--- config.mk ---
export PLATFORM = sky130hd
export DESIGN_NAME = dma_space_gate
export DESIGN_NICKNAME = d
export VERILOG_FILES = /design/src/rtl/dmagate_pkg.sv /design/src/rtl/dmagate_ctrl.sv /design/src/rtl/dmagate_dp.sv /design/src/rtl/dma_space_gate.sv
export SDC_FILE = /design/constraint.sdc
export NUM_CORES = 1
export LEC_CHECK = 0
export ABC_AREA = 0
export CAP_MARGIN = 20
export CORE_ASPECT_RATIO = 0.7
export CORE_MARGIN = 2
export CORE_UTILIZATION = 25
export DETAILED_ROUTE_END_ITERATION = 7
export SLEW_MARGIN = 20
export SYNTH_ARGS = -nofsm -noshare
export SYNTH_HDL_FRONTEND = slang
export SYNTH_SLANG_ARGS = --single-unit
--- constraint.sdc ---
create_clock -name clk -period 4.1 [get_ports clk]
set_input_delay 0.615 -clock clk [delete_from_list [all_inputs] [get_ports clk]]
set_output_delay 0.615 -clock clk [all_outputs]
set_load 0.005 [all_outputs]
--- src/rtl/dmagate_pkg.sv ---
package dmagate_pkg;

  // Number of read channels sharing the transmit buffer.
  localparam int NUM_CH = 4;

  // Per-channel strobes from control to datapath.
  typedef struct packed {
    logic [NUM_CH-1:0] load;   // capture new length
    logic [NUM_CH-1:0] clear;  // zero the length (completion)
  } chStrobe_t;

endpackage

--- src/rtl/dmagate_ctrl.sv ---
module dmagate_ctrl
  import dmagate_pkg::*;
(
  input  logic              clk,
  input  logic              rstAsyncN,
  input  logic [NUM_CH-1:0] lenLoadVld,
  input  logic [NUM_CH-1:0] chDone,
  output logic              rstSyncN,
  output chStrobe_t         strobes
);

  // Reset synchronizer: asserts at once, releases after two edges.
  logic rstMeta;

  always_ff @(posedge clk or negedge rstAsyncN) begin
    if (!rstAsyncN) begin
      rstMeta  <= 1'b0;
      rstSyncN <= 1'b0;
    end else begin
      rstMeta  <= 1'b1;
      rstSyncN <= rstMeta;
    end
  end

  // A load outranks a completion on the same channel.
  always_comb begin
    strobes.load  = lenLoadVld;
    strobes.clear = chDone & ~lenLoadVld;
  end

  // the synchronized reset is low whenever the raw reset is low.
  a_r5_sync_follows_assert: assert property (@(posedge clk)
    !rstAsyncN |-> !rstSyncN);

  // release only after the raw reset was seen high on the prior edge.
  a_r5_sync_release: assert property (@(posedge clk) disable iff (!rstAsyncN)
    $rose(rstSyncN) |-> $past(rstAsyncN));

endmodule

--- src/rtl/dmagate_dp.sv ---
module dmagate_dp
  import dmagate_pkg::*;
#(
  parameter int LEN_W  = 16,
  parameter int FREE_W = 18
) (
  input  logic                       clk,
  input  logic                       rstSyncN,
  input  chStrobe_t                  strobes,
  input  logic [NUM_CH*LEN_W-1:0]    lenLoadVal,
  input  logic [NUM_CH*LEN_W-1:0]    altLen,
  input  logic                       altSel,
  input  logic [FREE_W-1:0]          freeSpace,
  output logic                       reqEnable,
  output logic [LEN_W+$clog2(NUM_CH)-1:0] lenSum
);

  localparam int SUM_W = LEN_W + $clog2(NUM_CH);
  localparam int CMP_W = (SUM_W > FREE_W) ? SUM_W : FREE_W;

  logic [LEN_W-1:0] lenQ  [NUM_CH];
  logic [LEN_W-1:0] addIn [NUM_CH];
  logic [SUM_W-1:0] sumNext;
  logic             gateNext;

  // Per-channel pending length registers.
  for (genvar ch = 0; ch < NUM_CH; ch++) begin : g_len
    always_ff @(posedge clk or negedge rstSyncN) begin
      if (!rstSyncN)
        lenQ[ch] <= '0;
      else if (strobes.load[ch])
        lenQ[ch] <= lenLoadVal[ch*LEN_W +: LEN_W];
      else if (strobes.clear[ch])
        lenQ[ch] <= '0;
    end

    // Adder input select.
    assign addIn[ch] = altSel ? altLen[ch*LEN_W +: LEN_W] : lenQ[ch];

    // a load lands in its channel register.
    a_r1_load_captured: assert property (@(posedge clk) disable iff (!rstSyncN)
      strobes.load[ch] |=> (lenQ[ch] == $past(lenLoadVal[ch*LEN_W +: LEN_W])));

    // completion without load empties the channel.
    a_r4_clear_on_done: assert property (@(posedge clk) disable iff (!rstSyncN)
      strobes.clear[ch] |=> (lenQ[ch] == '0));

    // registers hold while nothing targets them.
    a_r3_hold_idle: assert property (@(posedge clk) disable iff (!rstSyncN)
      (!strobes.load[ch] && !strobes.clear[ch]) |=> $stable(lenQ[ch]));
  end

  // Full-width adder over all channels.
  always_comb begin
    sumNext = '0;
    for (int ch = 0; ch < NUM_CH; ch++)
      sumNext = sumNext + SUM_W'(addIn[ch]);
  end

  assign gateNext = CMP_W'(freeSpace) > CMP_W'(sumNext);

  always_ff @(posedge clk or negedge rstSyncN) begin
    if (!rstSyncN) begin
      lenSum    <= '0;
      reqEnable <= 1'b0;
    end else begin
      lenSum    <= sumNext;
      reqEnable <= gateNext;
    end
  end

  // never enabled unless the prior free space exceeded the total.
  a_r2_gate_strict: assert property (@(posedge clk) disable iff (!rstSyncN)
    reqEnable |-> (CMP_W'($past(freeSpace)) > CMP_W'(lenSum)));

  // with register inputs held, the total never falls below any single length.
  a_r6_no_wrap: assert property (@(posedge clk) disable iff (!rstSyncN)
    ($past(!altSel) && $past(!altSel, 2) && $stable(lenQ[0])) |->
      (lenSum >= SUM_W'(lenQ[0])));

endmodule

--- src/rtl/dma_space_gate.sv ---
module dma_space_gate
  import dmagate_pkg::*;
#(
  parameter int LEN_W  = 16,
  parameter int FREE_W = 18
) (
  input  logic                             clk,
  input  logic                             rstAsyncN,
  input  logic [NUM_CH-1:0]                lenLoadVld,
  input  logic [NUM_CH*LEN_W-1:0]          lenLoadVal,
  input  logic [NUM_CH-1:0]                chDone,
  input  logic                             altSel,
  input  logic [NUM_CH*LEN_W-1:0]          altLen,
  input  logic [FREE_W-1:0]                freeSpace,
  output logic                             reqEnable,
  output logic [LEN_W+$clog2(NUM_CH)-1:0]  lenSum
);

  logic      rstSyncN;
  chStrobe_t strobes;

  dmagate_ctrl u_ctrl (
    .clk        (clk),
    .rstAsyncN  (rstAsyncN),
    .lenLoadVld (lenLoadVld),
    .chDone     (chDone),
    .rstSyncN   (rstSyncN),
    .strobes    (strobes)
  );

  dmagate_dp #(
    .LEN_W  (LEN_W),
    .FREE_W (FREE_W)
  ) u_dp (
    .clk        (clk),
    .rstSyncN   (rstSyncN),
    .strobes    (strobes),
    .lenLoadVal (lenLoadVal),
    .altLen     (altLen),
    .altSel     (altSel),
    .freeSpace  (freeSpace),
    .reqEnable  (reqEnable),
    .lenSum     (lenSum)
  );

endmodule

# Word-level counts from Yosys, hierarchy flattened
# Index checks and enable logic that the tools add are counted.
# totals
romBits,0
output_inout_bits,19
inputBits,157
memories,0
regBits,85
ram_bits,0
latchBits,0
# classes
eq_ne,0
n_mux,12
n_bitwise,2
n_reduce_logical,4
n_div,0
n_lt_le_gt_ge,1
n_mul,0
n_addsub,3
shifts,0
# ops
cell,n
$mux W16,12
$add A18 B16 Y18,2
$gt A18 B18 Y1,1
$add A16 B16 Y17,1
$reduce_bool A2 Y1,4
$and A4 B4 Y4,1
$not A4 Y4,1

# Logic depth before layout (Yosys ltp)
# Gate-level depths: netlist (run 1).
# logic_depth
ltp_word,5
ltp_mapped,25

# Cells and area by module
# From an unflattened synthesis (run 1), not the netlist that was laid out.
# hier_totals
hier_cells,596
hier_area_um2,5948.2
# modules_own_cells
module,cells_per_inst,area_each_um2,seq_area_each_um2,instances
dmagate_dp,585,5809.3,2077.0,1
dmagate_ctrl,11,138.9,50.0,1

# Worst setup path after synthesis (run 1)
# Ideal clock, no wire load.
# synth_timing
kind,input -> register
from,input altSel
to,register u_dp.reqEnable
slack_ps,-1916
t_arrival_ps,5882
stages,25
n_path_buf,2
path_cell_list,clkbuf_1 buf_1 mux2_2 ha_1 fa_1 a211oi_1 o21ai_0 a21oi_1 nor3b_2 a21o_1 a31oi_1 fa_1 inv_1 ha_1 inv_1 o21a_1 a32oi_1 a21oi_1 a41o_1 xor2_1 ha_1 nand3_1 nor3_1 and4_1 a21oi_1
# synth_between
elab_chain_cells,5
# synth_lines
element,line_no,source
from (decl),dma_space_gate.sv:12,"input logic altSel,"
$mux W16,dmagate_dp.sv:38,assign addIn[ch] = altSel ? altLen[ch*LEN_W +: LEN_W] : lenQ[ch];
$add A16 B16 Y17,dmagate_dp.sv:57,sumNext = sumNext + SUM_W'(addIn[ch]);
$add A18 B16 Y18,dmagate_dp.sv:57,
$add A18 B16 Y18 (*),dmagate_dp.sv:57,
$gt A18 B18 Y1 (*),dmagate_dp.sv:60,assign gateNext = CMP_W'(freeSpace) > CMP_W'(sumNext);
named net u_dp.gateNext,dmagate_dp.sv:24,logic gateNext;
to (signal assigned),dmagate_dp.sv:68,reqEnable <= gateNext;
to (decl),dmagate_dp.sv:14,"output logic reqEnable,"
# The timed path passes the listed nets; every way through them passes the cells marked *.
# A chain may end at the register's enable or synchronous reset.

# Worst setup path after layout (run 1)
# Same ends and word-level chain as after synthesis.

==> impl_metrics.json, run 1 <==
{
  "outcome": "complete, but fails checks",
  "violations": "negative setup slack",
  "h-tree-depth": 3,
  "ys.flop_type": "dfrtp_1",
  "numCtsBuffers": 9,
  "busiest_layer": "met2",
  "worstMarginPinSlew_ns": 1.04,
  "final_cells": 1286,
  "ant_nets": 0,
  "grtUsageMet3": 0.0401,
  "timing.final.crit_share": 1.23,
  "grt_pass1_vias": 6048,
  "critPathKind": "in -> reg",
  "syn_area_per_cell_um2": 9.36,
  "synth_xor_area_frac": 0.0411,
  "die_h_um": 136,
  "dp_slack_ns": -1.59,
  "synthesis.instances": 661,
  "io_buffers": 175,
  "syn_area_um2": 6190,
  "met2_usage": 0.266,
  "hold_ws_ns": 0.351,
  "finalSetupViolCount": 6,
  "pwr_density_cell_nw_per_um2": 559,
  "drc": 0,
  "cts_tree": "yes",
  "grt_pass1_wl_um": 32600,
  "synth_top_family_by_area": "adder cells",
  "r2r_setup_slack_ns": -0.91,
  "layout_setup_ws_ns": -0.958,
  "holdPathStages": 0,
  "synthArstFlopShare": 1.00,
  "wirelength_um": 20700,
  "clock.fmax_mhz": 198,
  "fp-row-count": 48,
  "drv_cap": 0,
  "chipWidth_um": 192,
  "clock_skew_ns": 0.0153,
  "arrival_ns": 5.29,
  "final_util": 0.420,
  "cts_root_buf": "clkbuf_16",
  "ir_drop_v": 0.000266,
  "hold_viol_final": 0,
  "io_pins": 176,
  "clock_latency_ns": 0.37,
  "vias_per_cell": 4.43,
  "r2r-end": "u_dp.reqEnable",
  "required_ns": 4.34,
  "hp-class": "reg -> reg",
  "place_congestion": 0.818,
  "cp_slowest_cell": "fa_1",
  "end_kind": "register",
  "cts.clk_slew.worst_paths_ns": 0.06,
  "yosysSeqAreaShare": 0.344,
  "fin_nets": 1181,
  "synth_edf_count": 0,
  "synth.net_count": 886,
  "grt_antenna_before_repair": 1,
  "critPathMaxFanout": 8,
  "worstHoldStart": "u_ctrl.rstMeta",
  "synth_simple_gate_area_frac": 0.155,
  "start_util": 0.253,
  "use_met1": 0.228,
  "synthMuxAreaShare": 0.111,
  "rr_worst_depth": 23,
  "cp_num_buf_inv": 3,
  "dp_hpwl_um": 15800,
  "drtPass1Iterations": 5,
  "cp_num_cells": 24,
  "synth-seq-cells": 85,
  "worst_setup_path_start_kind": "primary input",
  "synth_compound_gate_area_share": 0.144,
  "num_vias": 5694,
  "clockBufferDepth": 2,
  "die-area_um2": 26000,
  "drive_gt1_frac": 0.289,
  "clock-sinks": 85,
  "hold-path-endpoint": "u_ctrl.rstSyncN",
  "fill_cells": 2453,
  "diodes": 0,
  "cp_top_family": "adder cells",
  "grt_max_degree": 55,
  "synthAdderAreaFrac": 0.159,
  "gr-total-overflow": 0,
  "post-route-min-period_ns": 5.06,
  "coreArea_um2": 24500,
  "drtIter0Drc": 195,
  "power.leakage_nw": 4.58,
  "crit_chain": "buf_16, mux2_4, ha_4, fa_2, a211oi_4, o21ai_2, a21oi_2, nor3b_4, a21o_1, a31oi_2, fa_1, inv_2, ha_4, inv_2, o21a_1, a32oi_1, a21oi_1, a41o_1, xor2_1, ha_1, nand3_2, nor3_4, and4_1, a21oi_1",
  "syn_to_final_growth_pct": 66.5,
  "synth_warnings": 0,
  "total_power_mw": 5.76,
  "yosys.cell_types.count": 50,
  "grtUsageTotal": 0.166,
  "slew_headroom": 0.302,
  "routed_wire_length_per_instance_um": 16.1,
  "dpl.cell_count": 1251,
  "slew_violations": 0,
  "r2r-start": "u_dp.lenQ[48]",
  "max_stage_delay_ns": 0.50,
  "rsz0062_at_grt": "true"
}
[repair_timing]
action	4_1_cts	5_1_grt
resized for setup	78	24
setup buffers	24	11
endpoints found under the setup margin	9	8
hold buffers	0	0
cloned	1	0
pin swaps	41	45
[worst max-delay path by stage]
stage	from	to	slack, ns
floorplan	altSel	u_dp.reqEnable	-1.06
global placement	altLen[0]	u_dp.reqEnable	-1.50
detailed placement	altLen[0]	u_dp.reqEnable	-1.59
CTS	altSel	u_dp.reqEnable	-0.98
global route	altSel	u_dp.reqEnable	-1.18
finish	altSel	u_dp.reqEnable	-0.96
[kinds of logic after synthesis]
| family | count (synthesis) |
|---|---|
| AO/OA/AOI/OAI | 150 |
| AND/OR/NAND/NOR | 189 |
| multiplexers | 64 |
| other | 1 |
| XOR/XNOR | 29 |
| flip-flops | 85 |
| adder cells (fa/ha/maj) | 68 |
| buffers and inverters | 75 |
[cell usage in the layout, fill, tap and decap left out, types with 4 or more instances in the layout]
cell,count
ha_4,20
nor2_1,15
a21oi_1,15
ha_1,29
clkdlybuf4s50_1,165
xor2_1,8
nand2_1,75
o21ai_2,4
nand2_2,4
buf_6,8
o21ai_1,4
o21a_1,5
xnor2_1,11
xor2_2,6
fa_1,16
mux2_2,26
mux2i_1,28
nor2b_1,5
mux2_4,10
a21oi_4,4
dfrtp_1,84
nand2b_1,62
a21o_1,11
clkbuf_16,9
nand4_1,4
a21oi_2,10
o21ai_0,72
inv_1,42
inv_2,9
buf_4,123
[cell usage after synthesis (all sizes together), types with 4 or more instances]
library cell	count	area (µm²)
nor2	16	60.1
ha	50	626
xor2	15	131
o21ai	80	404
xnor2	14	123
a211oi	5	37.5
clkbuf	17	63.8
dfrtp	85	2130
mux2	36	405
a21oi	29	156
a21o	11	82.6
fa	18	360
nand2b	62	388
buf	7	28.8
nand4	4	25.0
mux2i	28	280
o21a	5	37.5
nand2	79	297
nand3	6	30.0
nor2b	5	31.3
o22ai	4	31.3
inv	51	191
[flip-flops by register name, summed over array words and instances, names as in the netlist]
register         cells
u_dp.lenQ           64
u_dp.lenSum         18
u_dp.reqEnable       1
u_ctrl.rstMeta       1
u_ctrl.rstSyncN      1
[metrics by stage]
stage	instance area [µm²]	TNS [ns]
CTS	10200	-1.49
global placement	9350	-7.18
floorplan	6460	-2.16
global route	10300	-2.84
finish	10300	-1.66
detailed placement	9350	-7.49
[where the power goes]
group / switching, mW / leakage (nW) / internal, mW
logic: 1.70 / 3.38 / 2.14
clock network: 0.375 / 0.152 / 0.488
registers: 0.0667 / 1.05 / 0.995
total: 2.14 / 4.58 / 3.62
[metal layers]
layer | share of wire | wire length [µm]
met1 | 0.47 | 9790
met2 | 0.45 | 9330
met3 | 0.065 | 1350
met4 | 0.0083 | 172
met5 | 0.00039 | 8
[final cells by class]
| type | instances | area [µm²] | area share |
|---|---|---|---|
| Multi-Input combinational cell | 501 | 4450 | 0.432 |
| Timing Repair Buffer | 308 | 2820 | 0.274 |
| Sequential cell | 85 | 2130 | 0.207 |
| Tap cell | 325 | 407 | 0.0395 |
| Clock buffer | 10 | 239 | 0.0232 |
| Inverter | 51 | 191 | 0.0186 |
| Clock inverter | 6 | 62.6 | 0.00607 |
[worst reg2reg max path, stage by stage (launching register included)]
cell,delay (ns)
dfrtp_1,0.38
mux2_4,0.29
ha_4,0.17
fa_2,0.39
a211oi_4,0.33
o21ai_2,0.10
a21oi_2,0.18
nor3b_4,0.25
a21o_1,0.15
a31oi_2,0.09
fa_1,0.50
inv_2,0.05
ha_4,0.26
inv_2,0.04
o21a_1,0.18
a32oi_1,0.17
a21oi_1,0.09
a41o_1,0.23
xor2_1,0.15
ha_1,0.31
nand3_2,0.11
nor3_4,0.22
and4_1,0.22
a21oi_1,0.04
Power figures use the tool's default switching activity.
==> run 2, diff against run 1 <==
--- a/config.mk
+++ b/config.mk
@@ -11,6 +11,8 @@
 export CORE_MARGIN = 2
 export CORE_UTILIZATION = 25
 export DETAILED_ROUTE_END_ITERATION = 7
+export GPL_ROUTABILITY_DRIVEN = 0
+export GPL_TIMING_DRIVEN = 0
 export SLEW_MARGIN = 20
 export SYNTH_ARGS = -nofsm -noshare
 export SYNTH_HDL_FRONTEND = slang
==> run 2 against run 1 <==
- the flow still finishes with violations (negative setup slack)
- sequential power is essentially flat
- worst hold slack lost 0.038 ns
- final cell count shrank 6.1%
- via count shrank 5.1%
- routed wire length shrank 0.92%
- first-iteration DRC count grew 41%
==> impl_metrics.json, run 2 (synthesized netlist as in run 1, its figures left out) <==
{
  "h-tree-depth": 3,
  "post-route-min-period_ns": 5.48,
  "fp-row-count": 48,
  "rsz0062_at_grt": "true",
  "regMostFlops": "u_dp.lenQ",
  "timing.final.crit_share": 1.34,
  "final.setup.tns_ns": -3.17,
  "dp_hpwl_um": 16500,
  "power.leakage_nw": 4.07,
  "fin_nets": 1102,
  "end_kind": "register",
  "placed_cell_area_um2": 8640,
  "num_vias": 5404,
  "drive_gt1_frac": 0.186,
  "hold_viol_final": 0,
  "cts.clk_slew.worst_paths_ns": 0.07,
  "arrival_ns": 5.71,
  "swShare": 0.383,
  "numCtsBuffers": 9,
  "largest_reg_flops": 64,
  "grt_max_degree": 50,
  "ir_drop_v": 0.000204,
  "rr_worst_depth": 23,
  "r2r-start": "u_dp.lenQ[48]",
  "drv_cap": 0,
  "slew_headroom": 0.416,
  "grt_antenna_before_repair": 0,
  "routed_wire_length_per_instance_um": 16.9,
  "clockBufferDepth": 2,
  "r2r-end": "u_dp.reqEnable",
  "finalSetupViolCount": 9,
  "critPathMaxFanout": 8,
  "final-seq-area_um2": 2130,
  "ant_nets": 0,
  "wirelength_um": 20500,
  "start_util": 0.253,
  "io_pins": 176,
  "worstMarginPinSlew_ns": 0.875,
  "cts_root_buf": "clkbuf_16",
  "grtUsageTotal": 0.162,
  "layout_common_cells": "172 x clkdlybuf4s50_1, 84 x dfrtp_1, 77 x nand2_1",
  "violations": "negative setup slack",
  "grt_pass1_wl_um": 31300,
  "chipWidth_um": 192,
  "die-area_um2": 26000,
  "comb_power_share": 0.619,
  "drtIter0Drc": 274,
  "grt_pass1_vias": 5601,
  "seq_power_share": 0.206,
  "die_h_um": 136,
  "gr-total-overflow": 0,
  "power.switching_mw": 1.97,
  "cts_tree": "yes",
  "worst_setup_path_start_kind": "primary input",
  "multi_input_comb_area_um2": 4290,
  "critPathKind": "in -> reg",
  "vias_per_cell": 4.47,
  "p_int_mw": 3.17,
  "slew_violations": 0,
  "final_common_cell": "clkdlybuf4s50_1",
  "pwr_density_cell_nw_per_um2": 541,
  "required_ns": 4.33,
  "drtPass1Iterations": 5,
  "outcome": "complete, but fails checks",
  "cts-hold-fix-buffers": 0,
  "layout_setup_ws_ns": -1.38,
  "clock_skew_ns": 0.00710,
  "clock.fmax_mhz": 182,
  "clock-sinks": 85,
  "fill_cells": 2478,
  "hp-class": "reg -> async",
  "io_buffers": 174,
  "syn_to_final_growth_pct": 53.5,
  "top_regs": "u_dp.lenQ (64), u_dp.lenSum (18)",
  "final_area_um2": 9500,
  "r2r_setup_slack_ns": -1.19,
  "pwr-share-clk": 0.175,
  "clock_latency_ns": 0.35,
  "drc": 0,
  "coreArea_um2": 24500
}
run 2: layout make-up:
| class | count | share of cell area |
|---|---|---|
| Buffer | 24 | 0.0155 |
| Timing Repair Buffer | 205 | 0.211 |
| Inverter | 51 | 0.0202 |
| Antenna cell | 3 | 0.000791 |
| Sequential cell | 85 | 0.224 |
| Clock buffer | 10 | 0.0252 |
| Clock inverter | 4 | 0.00777 |
| Tap cell | 325 | 0.0428 |
| Multi-Input combinational cell | 501 | 0.452 |
run 2: metrics by stage:
stage	power (mW)	worst slack, ns	hold WS [ns]	util	instances
3_3_place_gp	3.65	-2.08	0.333	0.351	1160
6_report	5.14	-1.38	0.313	0.388	1208
4_1_cts	4.94	-1.46	0.331	0.378	1193
2_1_floorplan	2.85	-1.06	0.319	-	661
3_5_place_dp	3.68	-2.09	0.325	0.352	1161
5_1_grt	5.58	-1.57	0.358	0.387	1205
run 2: critical path, stage by stage:
cell and delay [ns]:
clkbuf_16 0.14, buf_12 0.14, mux2_4 0.31, ha_4 0.17, fa_2 0.39, a211oi_4 0.29
o21ai_2 0.10, a21oi_2 0.21, nor3b_4 0.28, a21o_1 0.19, a31oi_4 0.09, fa_1 0.51
inv_2 0.05, ha_4 0.27, inv_2 0.04, o21a_1 0.17, a32oi_1 0.20, a21oi_1 0.09
a41o_1 0.24, xor2_1 0.18, ha_1 0.32, nand3_2 0.12, a211oi_2 0.06, a211oi_2 0.40
a21oi_1 0.12
run 2: worst max path at each step:
stage / start / endpoint / slack [ns] / cells past startpoint
after detailed placement: altLen[0] / u_dp.reqEnable / -2.09 / 24
after global routing: altSel / u_dp.reqEnable / -1.57 / 25
after global placement: altLen[0] / u_dp.reqEnable / -2.08 / 24
final: altSel / u_dp.reqEnable / -1.38 / 25
after floorplan: altSel / u_dp.reqEnable / -1.06 / 24
after CTS: altSel / u_dp.reqEnable / -1.46 / 25
run 2: power by group through the flow:
| stage | Combinational (mW) | Clock [mW] | Sequential (mW) |
|---|---|---|---|
| global route | 3.54 | 0.970 | 1.07 |
| global placement | 2.57 | 0 | 1.08 |
| CTS | 2.94 | 0.940 | 1.06 |
| floorplan | 1.78 | 0 | 1.08 |
| finish | 3.18 | 0.901 | 1.06 |
| detailed placement | 2.60 | 0 | 1.07 |
run 2: timing repair:
action | in CTS | in global routing
resized for setup | 36 | 33
pin swaps | 30 | 53
buffers inserted | 18 | 12
endpoints found under the setup margin | 10 | 12
endpoints found under the hold margin | 0 | 0
run 2: metal layers:
metal	track usage	up-vias	routed length [µm]
li1	-	2686	-
met1	0.243	2573	10500
met2	0.240	136	8570
met3	0.0352	9	1290
met4	0.0259	0	104
met5	0	-	0
